**src/rtl/uart_rx_pkg.sv**
```systemverilog
package uart_rx_pkg;

  typedef enum logic [2:0] {
    ST_IDLE,
    ST_START,
    ST_DATA,
    ST_PAR,
    ST_STOP
  } rxStateT;

  // Strobes from the bit sequencer to the datapath, valid in one cycle.
  typedef struct packed {
    logic frameStart;
    logic dataShift;
    logic parSample;
    logic stopPush;
  } rxStrobeT;

  // One queue entry: byte plus three tags (11 bits).
  typedef struct packed {
    logic [7:0] data;
    logic       parErr;
    logic       frmErr;
    logic       brk;
  } rxEntryT;

  function automatic logic [4:0] bitTicks(input logic [1:0] mode);
    case (mode)
      2'd0:    bitTicks = 5'd16;
      2'd1:    bitTicks = 5'd8;
      default: bitTicks = 5'd4;
    endcase
  endfunction

endpackage

```
**src/rtl/uart_rx_ctrl.sv**
```systemverilog
module uart_rx_ctrl
  import uart_rx_pkg::*;
#(
  parameter int LIMIT_W = 7
) (
  input  logic       clk,
  input  logic       rstN,
  input  logic       sampleTick,
  input  logic       rxIn,
  input  logic [1:0] osMode,
  input  logic [1:0] wordLen,
  input  logic       parityEn,
  input  logic       twoStop,
  input  logic       popEn,
  input  logic       levelZero,
  output rxStrobeT   strobe,
  output logic       timeout
);

  rxStateT    state;
  logic [3:0] cnt;
  logic [2:0] bitIdx;
  logic       prevRx;

  logic [4:0] fullTicks;
  logic [4:0] halfTicks;
  logic [4:0] cntNext;
  logic [4:0] target;
  logic       bitHit;
  logic [2:0] lastIdx;

  assign fullTicks = bitTicks(osMode);
  assign halfTicks = fullTicks >> 1;
  assign cntNext   = {1'b0, cnt} + 5'd1;
  assign target    = (state == ST_START) ? halfTicks : fullTicks;
  assign bitHit    = sampleTick && (cntNext == target);
  assign lastIdx   = 3'd4 + {1'b0, wordLen};

  always_comb begin
    strobe.frameStart = sampleTick && (state == ST_IDLE) && prevRx && !rxIn;
    strobe.dataShift  = bitHit && (state == ST_DATA);
    strobe.parSample  = bitHit && (state == ST_PAR);
    strobe.stopPush   = bitHit && (state == ST_STOP);
  end

  always_ff @(posedge clk or negedge rstN) begin
    if (!rstN) begin
      state  <= ST_IDLE;
      cnt    <= '0;
      bitIdx <= '0;
      prevRx <= 1'b1;
    end else if (sampleTick) begin
      prevRx <= rxIn;
      case (state)
        ST_IDLE: begin
          if (strobe.frameStart) begin
            state <= ST_START;
            cnt   <= '0;
          end
        end
        ST_START: begin
          if (bitHit) begin
            cnt    <= '0;
            bitIdx <= '0;
            state  <= rxIn ? ST_IDLE : ST_DATA;
          end else begin
            cnt <= cntNext[3:0];
          end
        end
        ST_DATA: begin
          if (bitHit) begin
            cnt <= '0;
            if (bitIdx == lastIdx) begin
              state <= parityEn ? ST_PAR : ST_STOP;
            end else begin
              bitIdx <= bitIdx + 3'd1;
            end
          end else begin
            cnt <= cntNext[3:0];
          end
        end
        ST_PAR: begin
          if (bitHit) begin
            cnt   <= '0;
            state <= ST_STOP;
          end else begin
            cnt <= cntNext[3:0];
          end
        end
        ST_STOP: begin
          if (bitHit) begin
            cnt   <= '0;
            state <= ST_IDLE;
          end else begin
            cnt <= cntNext[3:0];
          end
        end
        default: state <= ST_IDLE;
      endcase
    end
  end

  // Character timeout: bit periods counted in a tick prescaler plus a bit counter.
  logic [LIMIT_W-1:0] frameBits;
  logic [LIMIT_W-1:0] bitLimit;
  logic [3:0]         tmoTick;
  logic [LIMIT_W-1:0] tmoBits;
  logic [4:0]         tmoTickNext;
  logic               tmoClear;

  assign frameBits   = LIMIT_W'(7) + LIMIT_W'(wordLen) + LIMIT_W'(parityEn) + LIMIT_W'(twoStop);
  assign bitLimit    = (frameBits << 2) + LIMIT_W'(12);
  assign tmoTickNext = {1'b0, tmoTick} + 5'd1;
  assign tmoClear    = strobe.stopPush || popEn || levelZero;

  always_ff @(posedge clk or negedge rstN) begin
    if (!rstN) begin
      tmoTick <= '0;
      tmoBits <= '0;
      timeout <= 1'b0;
    end else if (tmoClear) begin
      tmoTick <= '0;
      tmoBits <= '0;
      timeout <= 1'b0;
    end else if (sampleTick && !timeout) begin
      if (tmoTickNext == fullTicks) begin
        tmoTick <= '0;
        if (tmoBits + LIMIT_W'(1) == bitLimit) begin
          tmoBits <= '0;
          timeout <= 1'b1;
        end else begin
          tmoBits <= tmoBits + LIMIT_W'(1);
        end
      end else begin
        tmoTick <= tmoTickNext[3:0];
      end
    end
  end

  AST_FALSE_START: assert property (@(posedge clk) disable iff (!rstN)
    (state == ST_START && bitHit && rxIn) |=> (state == ST_IDLE));

  AST_TICK_GATE: assert property (@(posedge clk) disable iff (!rstN)
    !sampleTick |=> $stable(state));

  AST_TMO_NEEDS_DATA: assert property (@(posedge clk) disable iff (!rstN)
    timeout |-> !levelZero);

  AST_TMO_CLEAR: assert property (@(posedge clk) disable iff (!rstN)
    popEn |=> !timeout);

endmodule

```
**src/rtl/uart_rx_dp.sv**
```systemverilog
module uart_rx_dp
  import uart_rx_pkg::*;
#(
  parameter int DEPTH   = 32,
  parameter int PTR_W   = $clog2(DEPTH),
  parameter int LEVEL_W = $clog2(DEPTH + 1)
) (
  input  logic               clk,
  input  logic               rstN,
  input  logic               rxIn,
  input  rxStrobeT           strobe,
  input  logic [1:0]         wordLen,
  input  logic               parityEn,
  input  logic               parityOdd,
  input  logic               popReq,
  output rxEntryT            headEntry,
  output logic [LEVEL_W-1:0] level,
  output logic               overrun,
  output logic               popEn
);

  logic [7:0] shReg;
  logic       parAcc;
  logic       allZero;

  always_ff @(posedge clk or negedge rstN) begin
    if (!rstN) begin
      shReg   <= '0;
      parAcc  <= 1'b0;
      allZero <= 1'b1;
    end else if (strobe.frameStart) begin
      parAcc  <= 1'b0;
      allZero <= 1'b1;
    end else if (strobe.dataShift) begin
      shReg   <= {rxIn, shReg[7:1]};
      parAcc  <= parAcc ^ rxIn;
      allZero <= allZero & !rxIn;
    end else if (strobe.parSample) begin
      parAcc  <= parAcc ^ rxIn;
      allZero <= allZero & !rxIn;
    end
  end

  rxEntryT newEntry;
  always_comb begin
    newEntry.data   = shReg >> (2'd3 - wordLen);
    newEntry.parErr = parityEn && (parAcc != parityOdd);
    newEntry.frmErr = !rxIn;
    newEntry.brk    = allZero && !rxIn;
  end

  rxEntryT            mem [DEPTH];
  logic [PTR_W-1:0]   wrPtr;
  logic [PTR_W-1:0]   rdPtr;
  logic               isFull;
  logic               pushOk;

  assign isFull    = (level == LEVEL_W'(DEPTH));
  assign popEn     = popReq && (level != '0);
  assign pushOk    = strobe.stopPush && (!isFull || popEn);
  assign headEntry = mem[rdPtr];

  always_ff @(posedge clk) begin
    if (pushOk) mem[wrPtr] <= newEntry;
  end

  always_ff @(posedge clk or negedge rstN) begin
    if (!rstN) begin
      wrPtr   <= '0;
      rdPtr   <= '0;
      level   <= '0;
      overrun <= 1'b0;
    end else begin
      if (pushOk) wrPtr <= (wrPtr == PTR_W'(DEPTH - 1)) ? '0 : wrPtr + PTR_W'(1);
      if (popEn)  rdPtr <= (rdPtr == PTR_W'(DEPTH - 1)) ? '0 : rdPtr + PTR_W'(1);
      case ({pushOk, popEn})
        2'b10:   level <= level + LEVEL_W'(1);
        2'b01:   level <= level - LEVEL_W'(1);
        default: level <= level;
      endcase
      if (strobe.stopPush && !pushOk) overrun <= 1'b1;
      else if (popReq)                overrun <= 1'b0;
    end
  end

  AST_LEVEL_BOUND: assert property (@(posedge clk) disable iff (!rstN)
    level <= LEVEL_W'(DEPTH));

  AST_OVR_ON_FULL: assert property (@(posedge clk) disable iff (!rstN)
    (strobe.stopPush && isFull && !popReq) |=> (overrun && level == LEVEL_W'(DEPTH)));

  AST_POP_ADVANCE: assert property (@(posedge clk) disable iff (!rstN)
    (popEn && !strobe.stopPush) |=> (level == $past(level) - LEVEL_W'(1)));

endmodule

```
**src/rtl/uart_rx_path.sv**
```systemverilog
module uart_rx_path
  import uart_rx_pkg::*;
#(
  parameter int DEPTH   = 32,
  parameter int LEVEL_W = $clog2(DEPTH + 1)
) (
  input  logic               clk,
  input  logic               rstN,
  input  logic               sampleTick,
  input  logic               rxIn,
  input  logic [1:0]         osMode,
  input  logic [1:0]         wordLen,
  input  logic               parityEn,
  input  logic               parityOdd,
  input  logic               twoStop,
  input  logic               trigMode,
  input  logic [1:0]         trigSel,
  input  logic               readStrobe,
  output logic [7:0]         headData,
  output logic               headParErr,
  output logic               headFrmErr,
  output logic               headBrk,
  output logic               overrun,
  output logic [LEVEL_W-1:0] level,
  output logic               dataReady,
  output logic               timeout
);

  localparam int TRIG_N = 4;

  rxStrobeT strobe;
  rxEntryT  headEntry;
  logic     popEn;

  uart_rx_ctrl u_ctrl (
    .clk        (clk),
    .rstN       (rstN),
    .sampleTick (sampleTick),
    .rxIn       (rxIn),
    .osMode     (osMode),
    .wordLen    (wordLen),
    .parityEn   (parityEn),
    .twoStop    (twoStop),
    .popEn      (popEn),
    .levelZero  (level == '0),
    .strobe     (strobe),
    .timeout    (timeout)
  );

  uart_rx_dp #(.DEPTH(DEPTH)) u_dp (
    .clk       (clk),
    .rstN      (rstN),
    .rxIn      (rxIn),
    .strobe    (strobe),
    .wordLen   (wordLen),
    .parityEn  (parityEn),
    .parityOdd (parityOdd),
    .popReq    (readStrobe),
    .headEntry (headEntry),
    .level     (level),
    .overrun   (overrun),
    .popEn     (popEn)
  );

  // Threshold table: 2/8, 4/8, 6/8 and 7/8 of the depth.
  logic [LEVEL_W-1:0] trigTab [TRIG_N];
  for (genvar g = 0; g < TRIG_N; g++) begin : g_trig
    localparam int NUMER = (g == TRIG_N - 1) ? 7 : 2 * (g + 1);
    assign trigTab[g] = LEVEL_W'((DEPTH * NUMER) / 8);
  end

  assign dataReady  = trigMode ? (level >= trigTab[trigSel]) : (level != '0);
  assign headData   = headEntry.data;
  assign headParErr = headEntry.parErr;
  assign headFrmErr = headEntry.frmErr;
  assign headBrk    = headEntry.brk;

endmodule

```
**config.mk**
```make
export PLATFORM = sky130hd
export DESIGN_NAME = uart_rx_path
export DESIGN_NICKNAME = d
export VERILOG_FILES = /design/src/rtl/uart_rx_pkg.sv /design/src/rtl/uart_rx_ctrl.sv /design/src/rtl/uart_rx_dp.sv /design/src/rtl/uart_rx_path.sv
export SDC_FILE = /design/constraint.sdc
export NUM_CORES = 1
export LEC_CHECK = 0
export BUFFER_PORTS_ARGS = -buffer_cell sky130_fd_sc_hd__buf_2
export CORE_MARGIN = 4
export CORE_UTILIZATION = 62
export DETAILED_ROUTE_END_ITERATION = 16
export PLACE_DENSITY = 0.85
export SYNTH_ARGS = -nofsm -noshare
export SYNTH_HDL_FRONTEND = slang
export SYNTH_SLANG_ARGS = --single-unit
export TNS_END_PERCENT = 50
```
**constraint.sdc**
```tcl
create_clock -name clk -period 4.9 [get_ports clk]
set_clock_uncertainty 0.2 [all_clocks]
set_input_delay 0 -clock clk [delete_from_list [all_inputs] [get_ports clk]]
set_output_delay 0 -clock clk [all_outputs]
set_load 0.01 [all_outputs]
```
# Word-level counts from Yosys, hierarchy flattened
# Memory sizes are Yosys's and may differ from the RTL's.
# Index checks and enable logic that the tools add are counted.
[totals]
register_bits = 50
mem_bits_rw = 352
inputBits = 15
word_cells = 142
memories = 1
[memory_table]
columns = ["memory", "words", "word_bits", "read_ports", "rd_ports_with_merged_regs", "write_ports", "line", "source"]
rows = [
  ["u_dp.mem", 32, 11, 1, 0, 1, "uart_rx_dp.sv:52", "rxEntryT mem [DEPTH];"],
]
[classes]
n_addsub = 14
magnitude_cmp = 2
n_eq_ne = 22
n_shift = 1
mux = 45
bitwise = 4
reduce_logical = 39
[op_table]
columns = ["op", "n"]
rows = [
  ["2-to-1 mux 7 bit", 4],
  ["2-to-1 mux 3 bit", 9],
  ["2-to-1 mux 4 bit", 5],
  ["2-to-1 mux 1 bit", 15],
  ["2-to-1 mux 5 bit", 3],
  ["case mux 3 bit (5 select lines)", 1],
  ["nonzero test 2 bit", 7],
  ["logical AND 1 bit", 13],
  ["binary-select mux 6 bit (select 2 bit)", 1],
  ["2-to-1 mux 6 bit", 2],
  ["case mux 6 bit (2 select lines)", 1],
  ["adder 4 x 1 -> 5 bit (second input constant)", 2],
  ["adder 5 x 1 -> 5 bit", 2],
  ["adder 5 x 1 -> 5 bit (second input constant)", 2],
  ["equality test 5 bit", 2],
  ["equality test 5 bit (second input constant)", 2],
  ["case mux 5 bit (2 select lines)", 1],
  ["!= test 2 x 1 -> 1 bit (second input constant)", 4],
  ["case mux 4 bit (2 select lines)", 1],
  [">> shifter 8 x 2 -> 8 bit", 1],
  ["adder 7 x 1 -> 7 bit (second input constant)", 1],
  ["adder 7 x 4 -> 7 bit (second input constant)", 1],
  ["equality test 7 bit", 1],
  ["AND reduction 7 bit", 1],
  ["34 further kinds", 45],
]

# Longest topological paths before layout
# Gate-level depths: netlist of run 1.
[logic_depth]
ltp_word = 10
depth_mapped = 19
depth_no_buf = 16

# By module
# From an unflattened synthesis of run 1, not the netlist that was laid out.
[unflattened]
cells_unflattened = 1062
area_unflattened_um2 = 17275.3
[modules_own_cells]
columns = ["module", "instances", "cells_per_inst", "area_each_um2", "seq_area_each_um2"]
rows = [
  ["uart_rx_dp", 1, 844, 15288.4, 11247.0],
  ["uart_rx_ctrl", 1, 203, 1866.8, 576.8],
  ["uart_rx_path", 1, 15, 120.1, 0.0],
]

# Least setup slack after synthesis of run 1
# No wires, ideal clock.
[synth_path]
kind = "reg2reg"
startpoint = "register u_dp.level[1]"
endpoint = "register u_dp.level[4]"
setup_time_ns = 0.132
t_arrival_ns = 3.444
slack_ns = 1.123
stages_incl_launch_ff = 19
synth_period_minus_slack_ns = 3.777
path_cell_list = "dfrtp_1 or2_1 or4_1 clkbuf_1 or3b_1 o211ai_2 nor2_4 buf_2 inv_1 ha_1 clkbuf_1 xor2_1 ha_1 inv_1 o21ai_0 a21oi_1 a211oi_1 nor2_1 xor2_1"
[synth_via]
elab_chain_len = 6
[synth_rtl]
columns = ["item", "line", "source"]
rows = [
  ["start: declaration", "uart_rx_dp.sv:17", "output logic [LEVEL_W-1:0] level,"],
  ["start signal: assignment", "uart_rx_dp.sv:77", "2'b10: level <= level + LEVEL_W'(1);"],
  ["start signal: assignment", "uart_rx_dp.sv:78", "2'b01: level <= level - LEVEL_W'(1);"],
  ["start signal: assignment", "uart_rx_dp.sv:79", "default: level <= level;"],
  ["equality test 6 bit or nonzero test 6 bit (tied branches)", "uart_rx_dp.sv:58, uart_rx_dp.sv:59", ""],
  ["zero test 1 bit or logical AND 1 bit (tied branches)", "uart_rx_dp.sv:60, uart_rx_dp.sv:59", ""],
  ["logical OR 1 bit", "uart_rx_dp.sv:60", "assign pushOk = strobe.stopPush && (!isFull || popEn);"],
  ["logical AND 1 bit", "uart_rx_dp.sv:60", ""],
  ["equality test 2 x 1 -> 1 bit or equality test 2 bit (tied branches)", "uart_rx_dp.sv:76", "case ({pushOk, popEn})"],
  ["case mux 6 bit (2 select lines) or nonzero test 2 bit (tied branches)", "--", ""],
]
# Several ways; a longest one is shown, not always the timed one.
# A chain may end at the register's enable or synchronous reset.

# Worst setup path in the final report of run 1
[layout_path]
startpoint = "register u_ctrl.cnt[0]"
endpoint = "register u_ctrl.state[1]"
[layout_via]
elab_chain_len = 5
[layout_rtl]
columns = ["item", "line", "source"]
rows = [
  ["start: declaration", "uart_rx_ctrl.sv:21", "logic [3:0] cnt;"],
  ["start signal: assignment", "uart_rx_ctrl.sv:67", "cnt <= cntNext[3:0];"],
  ["start signal: assignment", "uart_rx_ctrl.sv:79", "cnt <= cntNext[3:0];"],
  ["start signal: assignment", "uart_rx_ctrl.sv:87", "cnt <= cntNext[3:0];"],
  ["adder 4 x 1 -> 5 bit (*)", "uart_rx_ctrl.sv:34", "assign cntNext = {1'b0, cnt} + 5'd1;"],
  ["equality test 5 bit (*)", "uart_rx_ctrl.sv:36", "assign bitHit = sampleTick && (cntNext == target);"],
  ["logical AND 1 bit (*)", "uart_rx_ctrl.sv:36", ""],
  ["!= test 2 x 1 -> 1 bit (no line)", "--", ""],
  ["AND reduction 7 bit (no line) (*)", "--", ""],
  ["end signal: assignment", "uart_rx_ctrl.sv:65", "state <= rxIn ? ST_IDLE : ST_DATA;"],
  ["end signal: assignment", "uart_rx_ctrl.sv:74", "state <= parityEn ? ST_PAR : ST_STOP;"],
  ["end: declaration", "uart_rx_ctrl.sv:20", "rxStateT state;"],
]
# Every way passes the cells marked *; elsewhere a longest branch is shown, timed or not.

==> key figures, run 1 <==
Run status
  • Run status: finished, final reports clean

Logic synthesis
  • Area leader, netlist: edfxtp_1
  • Yosys reg bits: approximately 400
  • Syn Inst Count: 917
  • Synth warn: 0
  • Seq/Total Area, Yosys: between 60% and 70%
  • Syn Std Cell Area: 17100 sq um
  • Count of cell types in the netlist: just under 70
  • Synthesized Nets: 954
  • Ys async rst share: 12.4%
  • Area share of the largest cell type after synthesis: approximately 62%
  • Synth top area cells: edfxtp_1, mux4_2, dfrtp_1
  • Avg Cell Area, Syn: 18.7 sq um
  • Most common flop cell mapped by yosys: edfxtp_1
  • Post-synth EDFFs: 352

Floorplanning
  • IO Pins: 35
  • DIE HEIGHT: ~170 microns
  • Row Count: 60
  • Core area: approximately 27000 sq um
  • Initial Util: a little over three fifths
  • DIE WIDTH: about 170 microns
  • Die area: 30300 sq um

CTS
  • Post-CTS Setup Repair Bufs: 0
  • CTS H-tree lvls: 2
  • Reg clk slew, reported paths: 70 ps
  • CTS Sinks: 402
  • Worst skew pair latency: 540 ps
  • CTS Buffer Depth: 3
  • CTS buffer count: between 40 and 50
  • Root Buffer: clkbuf_16
  • CTS tree: done

Critical path
  • Most used cell, CP: dlygate4sd3_1
  • CP max FO: 11
  • Critical Path RT: ~5000 ps
  • Crit-path cells: ha_1 -> or3_1 -> o31ai_2 -> o211ai_2 -> a2111oi_2 -> dlygate4sd3_1 -> o2bb2ai_1 -> dlygate4sd3_1
  • Slowest cell on crit path: dlygate4sd3_1
  • Max incr delay on CP: about 610 ps
  • WP data arrival: between 4000 and 5000 ps
  • Crit start category: flip-flop
  • Crit Path Class: flip-flop to flip-flop
  • Crit path buffers/inverters: 2
  • Internal reg-to-reg setup slack: approximately 1100 ps
  • Critical path endpoint category: flip-flop
  • CP delay by family, top: buffers and inverters

Hold path
  • Hold WC Path Type: input port to flip-flop

Drt
  • Via/cell ratio: 6.76
  • Routed wire length per instance: 28.1 microns
  • Uppermost layer routed: met5
  • Drt pass-1 iters: 5
  • DRC violations left: 0
  • Total number of vias: between 9000 and 10000
  • Initial DRC count: around 1200
  • Met3 WL post-DR: roughly 3.4 mm
  • WL met2: between 15 and 20 mm
  • Detailed Route WL: 37.7 mm
  • Routed Antenna Nets: 0
  • Length of routed wiring on met1: 14.3 mm

STA
  • Fin. max-slew vios: 0
  • Fmax: 0.263 GHz
  • Slew margin rel.: 12.0%
  • Final Critical Period: about 3800 ps
  • Fin crit share: 77.5%
  • Total negative slack: 0 ps
  • Slew @ Worst Pin: roughly 1300 ps
  • Final setup violating endpoints: 0
  • Final Hold Vio Count: 0
  • Unrepaired setup endpoints after global routing: false

Cells and area
  • # nets final: around 1000
  • Post-route cell area: around 19000 sq um
  • Share of cells above drive strength 1: 26.5%
  • Diodes inserted: 0
  • Synth-to-layout area growth: 11.9%

Global route
  • Gr usage total: ~26%
  • Grt ovf: 0
  • Initial antenna violation count: 2
  • First-pass GRT wire length: 58.1 mm
  • Vias in the first global route: between 9000 and 10000
  • Largest net degree at the start of global routing: 67

Pwr
  • PD cells: 469 nW/um^2
  • Leakage: between 6 and 7 nW
  • Peak VDD IR: slightly above 0.5 mV

Placed design
  • DP Area: around 18000 sq um
  • Placer Congestion: roughly 0.86
  • Post-DP HPWL: about 21 mm
  • Port bufs: 34

Flow run
  • Max-Cap Viols: 0
## tightest hold or removal path, stage by stage
cell	delay, ps
buf_2	190
inv_1	160
nor2_4	170
## stage by stage
step                power [mW]  setup slack (ps)  hold WS [ps]  utilization [%]  std cells
floorplan                 5.30              1120          -496                -        917
global placement          5.74              1310         -52.4             65.2       1258
detailed placement        5.79              1180         -48.6             65.2       1258
CTS                       9.02              1100          50.8             70.8       1344
global route              9.33               838          66.1             70.8       1344
finish                    8.98              1100          11.5             70.8       1344
## worst paths after layout
check                                  end          start  cells past startpoint
max reg2reg                u_ctrl.state[1]  u_ctrl.cnt[0]                      8
min reg2reg                  u_dp.shReg[0]  u_dp.shReg[0]                      1
max                        u_ctrl.state[1]  u_ctrl.cnt[0]                      8
min                        u_dp.mem[20][9]     wordLen[1]                      3
max in group asynchronous    u_dp.rdPtr[0]           rstN                      4
min in group asynchronous    u_dp.level[1]           rstN                      4
## metal layers
layer,track usage (%),vias to the layer above
met5,0,-
met4,7.26,4
met3,4.50,82
met2,41.4,533
met1,37.1,4640
li1,-,3821
## state kept, by name, indices dropped and copies added, names as in the netlist, 3 cells and up
name,count
u_dp.mem,352
u_dp.shReg,8
u_ctrl.tmoBits,7
u_dp.level,6
u_dp.rdPtr,5
u_dp.wrPtr,5
u_ctrl.cnt,4
u_ctrl.tmoTick,4
u_ctrl.bitIdx,3
u_ctrl.state,3
## placed cells by master, fill, tap and decap left out, types with 11 or more instances in the layout
master	n
edfxtp_1	352
mux4_2	114
dfrtp_1	46
and3_1	44
clkbuf_16	42
buf_2	34
nand2_1	27
inv_1	25
nor2_1	24
mux2_2	24
ha_1	21
xnor2_1	16
nor3_1	16
o21ai_0	15
xor2_1	14
a21oi_1	14
nand3_1	11
dlygate4sd3_1	11
## Yosys cell counts (3+ instances only)
cell	count
edfxtp_1	352
mux4_2	114
dfrtp_1	48
and3_1	44
nand2_1	27
nor2_1	27
inv_1	25
mux2_2	24
clkbuf_1	21
ha_1	21
nor3_1	16
o21ai_0	16
xnor2_1	16
a21oi_1	15
buf_2	15
xor2_1	14
nand3_1	11
mux2i_1	8
nand2b_1	8
nor2b_1	8
buf_1	7
nor3b_1	6
or3_1	4
a21o_1	3
and2_1	3
and3b_1	3
o31ai_1	3
or4_1	3
## where the power goes
part / internal [mW] / total, mW / switching, mW
sequential: 3.80 / 4.09 / 0.289
combinational: 0.824 / 1.68 / 0.853
clock: 1.90 / 3.22 / 1.32
## final cells by class
| cell class | count | area [sq um] |
|---|---|---|
| Clock inverter | 27 | 317 |
| Multi-Input combinational cell | 445 | 5030 |
| Sequential cell | 402 | 11800 |
| Timing Repair Buffer | 56 | 375 |
| Inverter | 25 | 93.8 |
| Clock buffer | 48 | 1070 |
| Tap cell | 341 | 427 |
| Fill cell | 1576 | 7880 |
## cell families (layout without fill, tap and decap cells)
| family | Yosys count | after routing | synth area share [%] |
|---|---|---|---|
| compound gates | 69 | 69 | 2.84 |
| xor+xnor | 32 | 32 | 1.81 |
| fa+ha+maj | 22 | 22 | 1.65 |
| buf+inv | 70 | 156 | 1.71 |
| flops | 402 | 402 | 69.1 |
| mux | 147 | 147 | 17.1 |
| simple gates | 175 | 175 | 5.78 |
## what timing repair did
action / CTS / global route
resized for setup: 0 / 0
hold endpoints to repair: 116 / 0
hold buffers: 11 / 0
Note: power is estimated with default switching activity, not from simulation.
==> run 2: changes to the inputs <==
--- a/config.mk
+++ b/config.mk
@@ -5,6 +5,7 @@
 export SDC_FILE = /design/constraint.sdc
 export NUM_CORES = 1
 export LEC_CHECK = 0
+export ABC_AREA = 1
 export BUFFER_PORTS_ARGS = -buffer_cell sky130_fd_sc_hd__buf_2
 export CORE_MARGIN = 4
 export CORE_UTILIZATION = 62
==> constraint.sdc (replaced) <==
create_clock -name clk -period 3.96 [get_ports clk]
set_clock_uncertainty 0.2 [all_clocks]
set_input_delay 0 -clock clk [delete_from_list [all_inputs] [get_ports clk]]
set_output_delay 0 -clock clk [all_outputs]
set_load 0.01 [all_outputs]
==> run 2 against run 1 <==
Global-route usage rose by 2.7 points; synthesized area increased by 0.30%; combinational power rose to 2.6 times the previous value; via count up 40%; non-clock buffer count is 48 higher; synthesized cell count is 64% higher; first-iteration DRC count grew 71%; sequential share of layout area shrank 0.48 points; flip-flop and latch count is the same; wire length is 16% higher; register-to-register slack worse by 570 ps.
==> key figures, run 2 <==
Drt
  • Drt pass-1 iters: 6 (+1)
  • Routed wire length per instance: 22.2 microns (-21%)
  • Initial DRC count: 2009 (+71%)
  • Via/cell ratio: 6.45 (-4.6%)
  • Routed Antenna Nets: 0 (unchanged)
  • Detailed Route WL: 43.8 mm (+16%)
  • Total number of vias: 12707 (+40%)
  • DRC violations left: 0 (unchanged)

Logic synthesis
  • Yosys reg bits: 402 (unchanged)
  • Count of cell types in the netlist: 35 (-49%)
  • Avg Cell Area, Syn: 11.4 sq um (-39%)
  • Post-synthesis compound-gate area fraction: 12.7% (+9.8 points)
  • Main combinational cell family by area after synthesis: compound AO/OA/AOI/OAI gates
  • Area leader, netlist: edfxtp_1
  • Commonest cells in the synthesized netlist: edfxtp_1, nor2_1, o21ai_0, nand2_1, o22ai_1
  • Seq/Total Area, Yosys: 68.9% (-0.21 points)
  • Synthesized Nets: 1538 (+61%)
  • Post-synth EDFFs: 352 (unchanged)
  • Proportion of synthesized area in mux cells: 0.175% (-17 points)
  • Most common flop cell mapped by yosys: edfxtp_1
  • Ys async rst share: 12.4% (unchanged)
  • Syn Inst Count: 1501 (+64%)
  • Syn Std Cell Area: 17200 sq um (+0.30%)
  • Xor and xnor fraction of the mapped netlist area: 0.970% (-0.84 points)
  • Synth Area in Adders: 1.65% (-0.0049 points)
  • Area share of the largest cell type after synthesis: 61.6% (-0.18 points)
  • Synth top area cells: edfxtp_1, dfrtp_1, o21ai_0
  • Post-synthesis simple-gate area fraction: 12.0% (+6.2 points)
  • Top-count cell post-synth: edfxtp_1
  • Synth warn: 0 (unchanged)

Floorplanning
  • Die area: 30400 sq um (+0.29%)
  • DIE WIDTH: 174 microns (+0.14%)
  • DIE HEIGHT: 174 microns (+0.14%)
  • Row Count: 60 (unchanged)
  • Initial Util: 63.3% (about the same)
  • Core area: 27100 sq um (+0.28%)
  • IO Pins: 35 (unchanged)

Cells and area
  • Share of cells above drive strength 1: 11.1% (-15 points)
  • Largest regs: u_dp.mem (352), u_dp.shReg (8), u_ctrl.tmoBits (7)
  • Fillers: 1737 (+10%)
  • Max FFs per register: 352 (unchanged)
  • Synth-to-layout area growth: 12.4%
  • # nets final: 1609 (+60%)
  • Diodes inserted: 0 (unchanged)
  • Most frequent cells in the layout: edfxtp_1, nor2_1, nand2_1
  • Top reg by flops: u_dp.mem
  • Storage cell area: 11800 sq um (about the same)
  • Multi-input gate area: 4740 sq um (-5.7%)
  • Post-route cell area: 19300 sq um (+0.76%)
  • Most common cell after layout, fill and taps aside: edfxtp_1
  • Final Util: 71.2% (+0.34 points)

Critical path
  • Critical path endpoint category: output pin
  • Max incr delay on CP: 590 ps (-20 ps)
  • Crit path buffers/inverters: 3 (+1)
  • Critical Path RT: 3760 ps (-1360 ps)
  • CP delay by family, top: buffers and inverters
  • Crit start category: flip-flop
  • CP max FO: 41 (+30)
  • R2r startpoint: u_ctrl.cnt[0]
  • Crit. Startpoint: u_dp.rdPtr[1]
  • Crit-path cells: inv_2 -> buf_4 -> o21ai_0 -> o22ai_1 -> o21ai_0 -> o22ai_1 -> nand2_1 -> nand2_1 -> buf_2
  • Slowest cell on crit path: inv_2
  • WP data arrival: 3260 ps (-750 ps)
  • Crit Path Class: flip-flop to output pin

CTS
  • CTS buffer count: 40 (-2.4%)
  • Reg clk slew, reported paths: 60 ps (about the same)
  • CTS tree: done
  • Root Buffer: clkbuf_16
  • Count of cells resized by post-cts repair: 0 (unchanged)
  • Worst skew pair latency: 530 ps (about the same)
  • CTS H-tree lvls: 2 (unchanged)
  • CTS Buffer Depth: 3 (unchanged)
  • CTS Sinks: 402 (unchanged)

Global route
  • Largest net degree at the start of global routing: 78 (+16%)
  • Vias in the first global route: 12462 (+34%)
  • First-pass GRT wire length: 68.1 mm (+17%)
  • Initial antenna violation count: 0 (-2)
  • Gr usage total: 28.4% (+2.7 points)
  • Grt ovf: 0 (unchanged)

Run status
  • Run status: finished, final reports clean

Hold path
  • Critical hold path startpoint: wordLen[1]
  • Hold WC Path Type: input port to flip-flop

STA
  • Fmax: approximately 0.29 GHz
  • Unrepaired setup endpoints after global routing: false
  • Slew margin rel.: 12.3% (+0.31 points)
  • Fin. max-slew vios: 0 (unchanged)
  • Final Hold Vio Count: 0 (unchanged)
  • Fin crit share: 87.5%
  • Hold WS: 6.37 ps (-5.18 ps)
  • Final setup violating endpoints: 0 (unchanged)
  • Final Critical Period: approximately 3500 ps
  • Slew @ Worst Pin: 1320 ps (-4.65 ps)
  • Total negative slack: 0 ps (unchanged)

Flow run
  • Max-Cap Viols: 0 (unchanged)

Placed design
  • Placer Congestion: 0.910 (+6.0%)
  • DP Area: 18000 sq um (+2.1%)
  • Post-DP HPWL: 26.1 mm (+23%)
  • Port bufs: 34 (unchanged)

Pwr
  • Leakage: 7.07 nW (+2.8%)
  • Peak VDD IR: 0.452 mV (-12%)
  • PD cells: 668 nW/um^2 (+42%)
## run 2: repair_timing
| item | 4_1_cts | 5_1_grt |
|---|---|---|
| endpoints found under the hold margin | 105 | 0 |
| hold buffers | 12 | 0 |
| setup buffers | 0 | 0 |
## run 2: kinds of logic after synthesis
logic type / after synthesis
buffers and inverters: 163
AND/OR/NAND/NOR: 510
multiplexers: 3
flip-flops: 402
AO/OA/AOI/OAI: 382
adder cells (fa/ha/maj): 22
XOR/XNOR: 19
## run 2: per-stage QoR
| step | instances | setup WS [ps] | total power, mW |
|---|---|---|---|
| floorplan | 1501 | 988 | 7.83 |
| global placement | 1890 | 816 | 9.11 |
| detailed placement | 1890 | 639 | 9.32 |
| CTS | 1971 | 571 | 12.8 |
| global route | 1971 | 289 | 13.5 |
| finish | 1971 | 496 | 12.9 |
## run 2: power breakdown
part	internal [mW]	leakage, nW	switching [mW]
sequential	4.81	3.87	0.204
combinational	1.30	2.65	3.12
clock	1.97	0.556	1.49
## run 2: final cells by class
class | count | share of cell area, %
clock buffers | 56 | 5.61
clock inverters | 13 | 0.460
inverters | 88 | 1.73
multi-input cells | 936 | 24.6
flip-flops and latches | 402 | 61.3
well taps | 372 | 2.41
repair buffers | 104 | 3.89
## run 2: worst reg2reg max path: stages (launching register included)
cell and delay, ps:
dfrtp_1 440, ha_1 340, inv_1 70, nand4_1 100, nand3_1 90, nor2_1 210, nand2_2 180, inv_2 100
nand3_1 140, ha_1 340, xnor2_1 170, inv_1 70, ha_1 180, nor2_1 100, inv_1 70, a21oi_1 120
o22ai_1 90, xor2_1 140, o21ai_0 170
## run 2: worst paths after layout
check | slack (ps) | cells after the start | endpoint
worst min register to register | 300 | 2 | u_dp.shReg[2]
worst max-delay path | 500 | 9 | headData[1]
min in group asynchronous | 480 | 4 | u_dp.shReg[4]
max in group asynchronous | 2600 | 4 | u_dp.rdPtr[0]
worst min-delay path | 6 | 3 | u_dp.mem[26][5]
worst max register to register | 530 | 18 | u_dp.level[4]
## run 2: per-layer routing
metal,GRT usage (%),share of wire [%],vias to the layer above
met1,37.9,36,6065
met2,46.2,48,939
met3,5.87,12,156
met4,11.4,3.9,0
li1,-,-,5547
met5,0,0,-
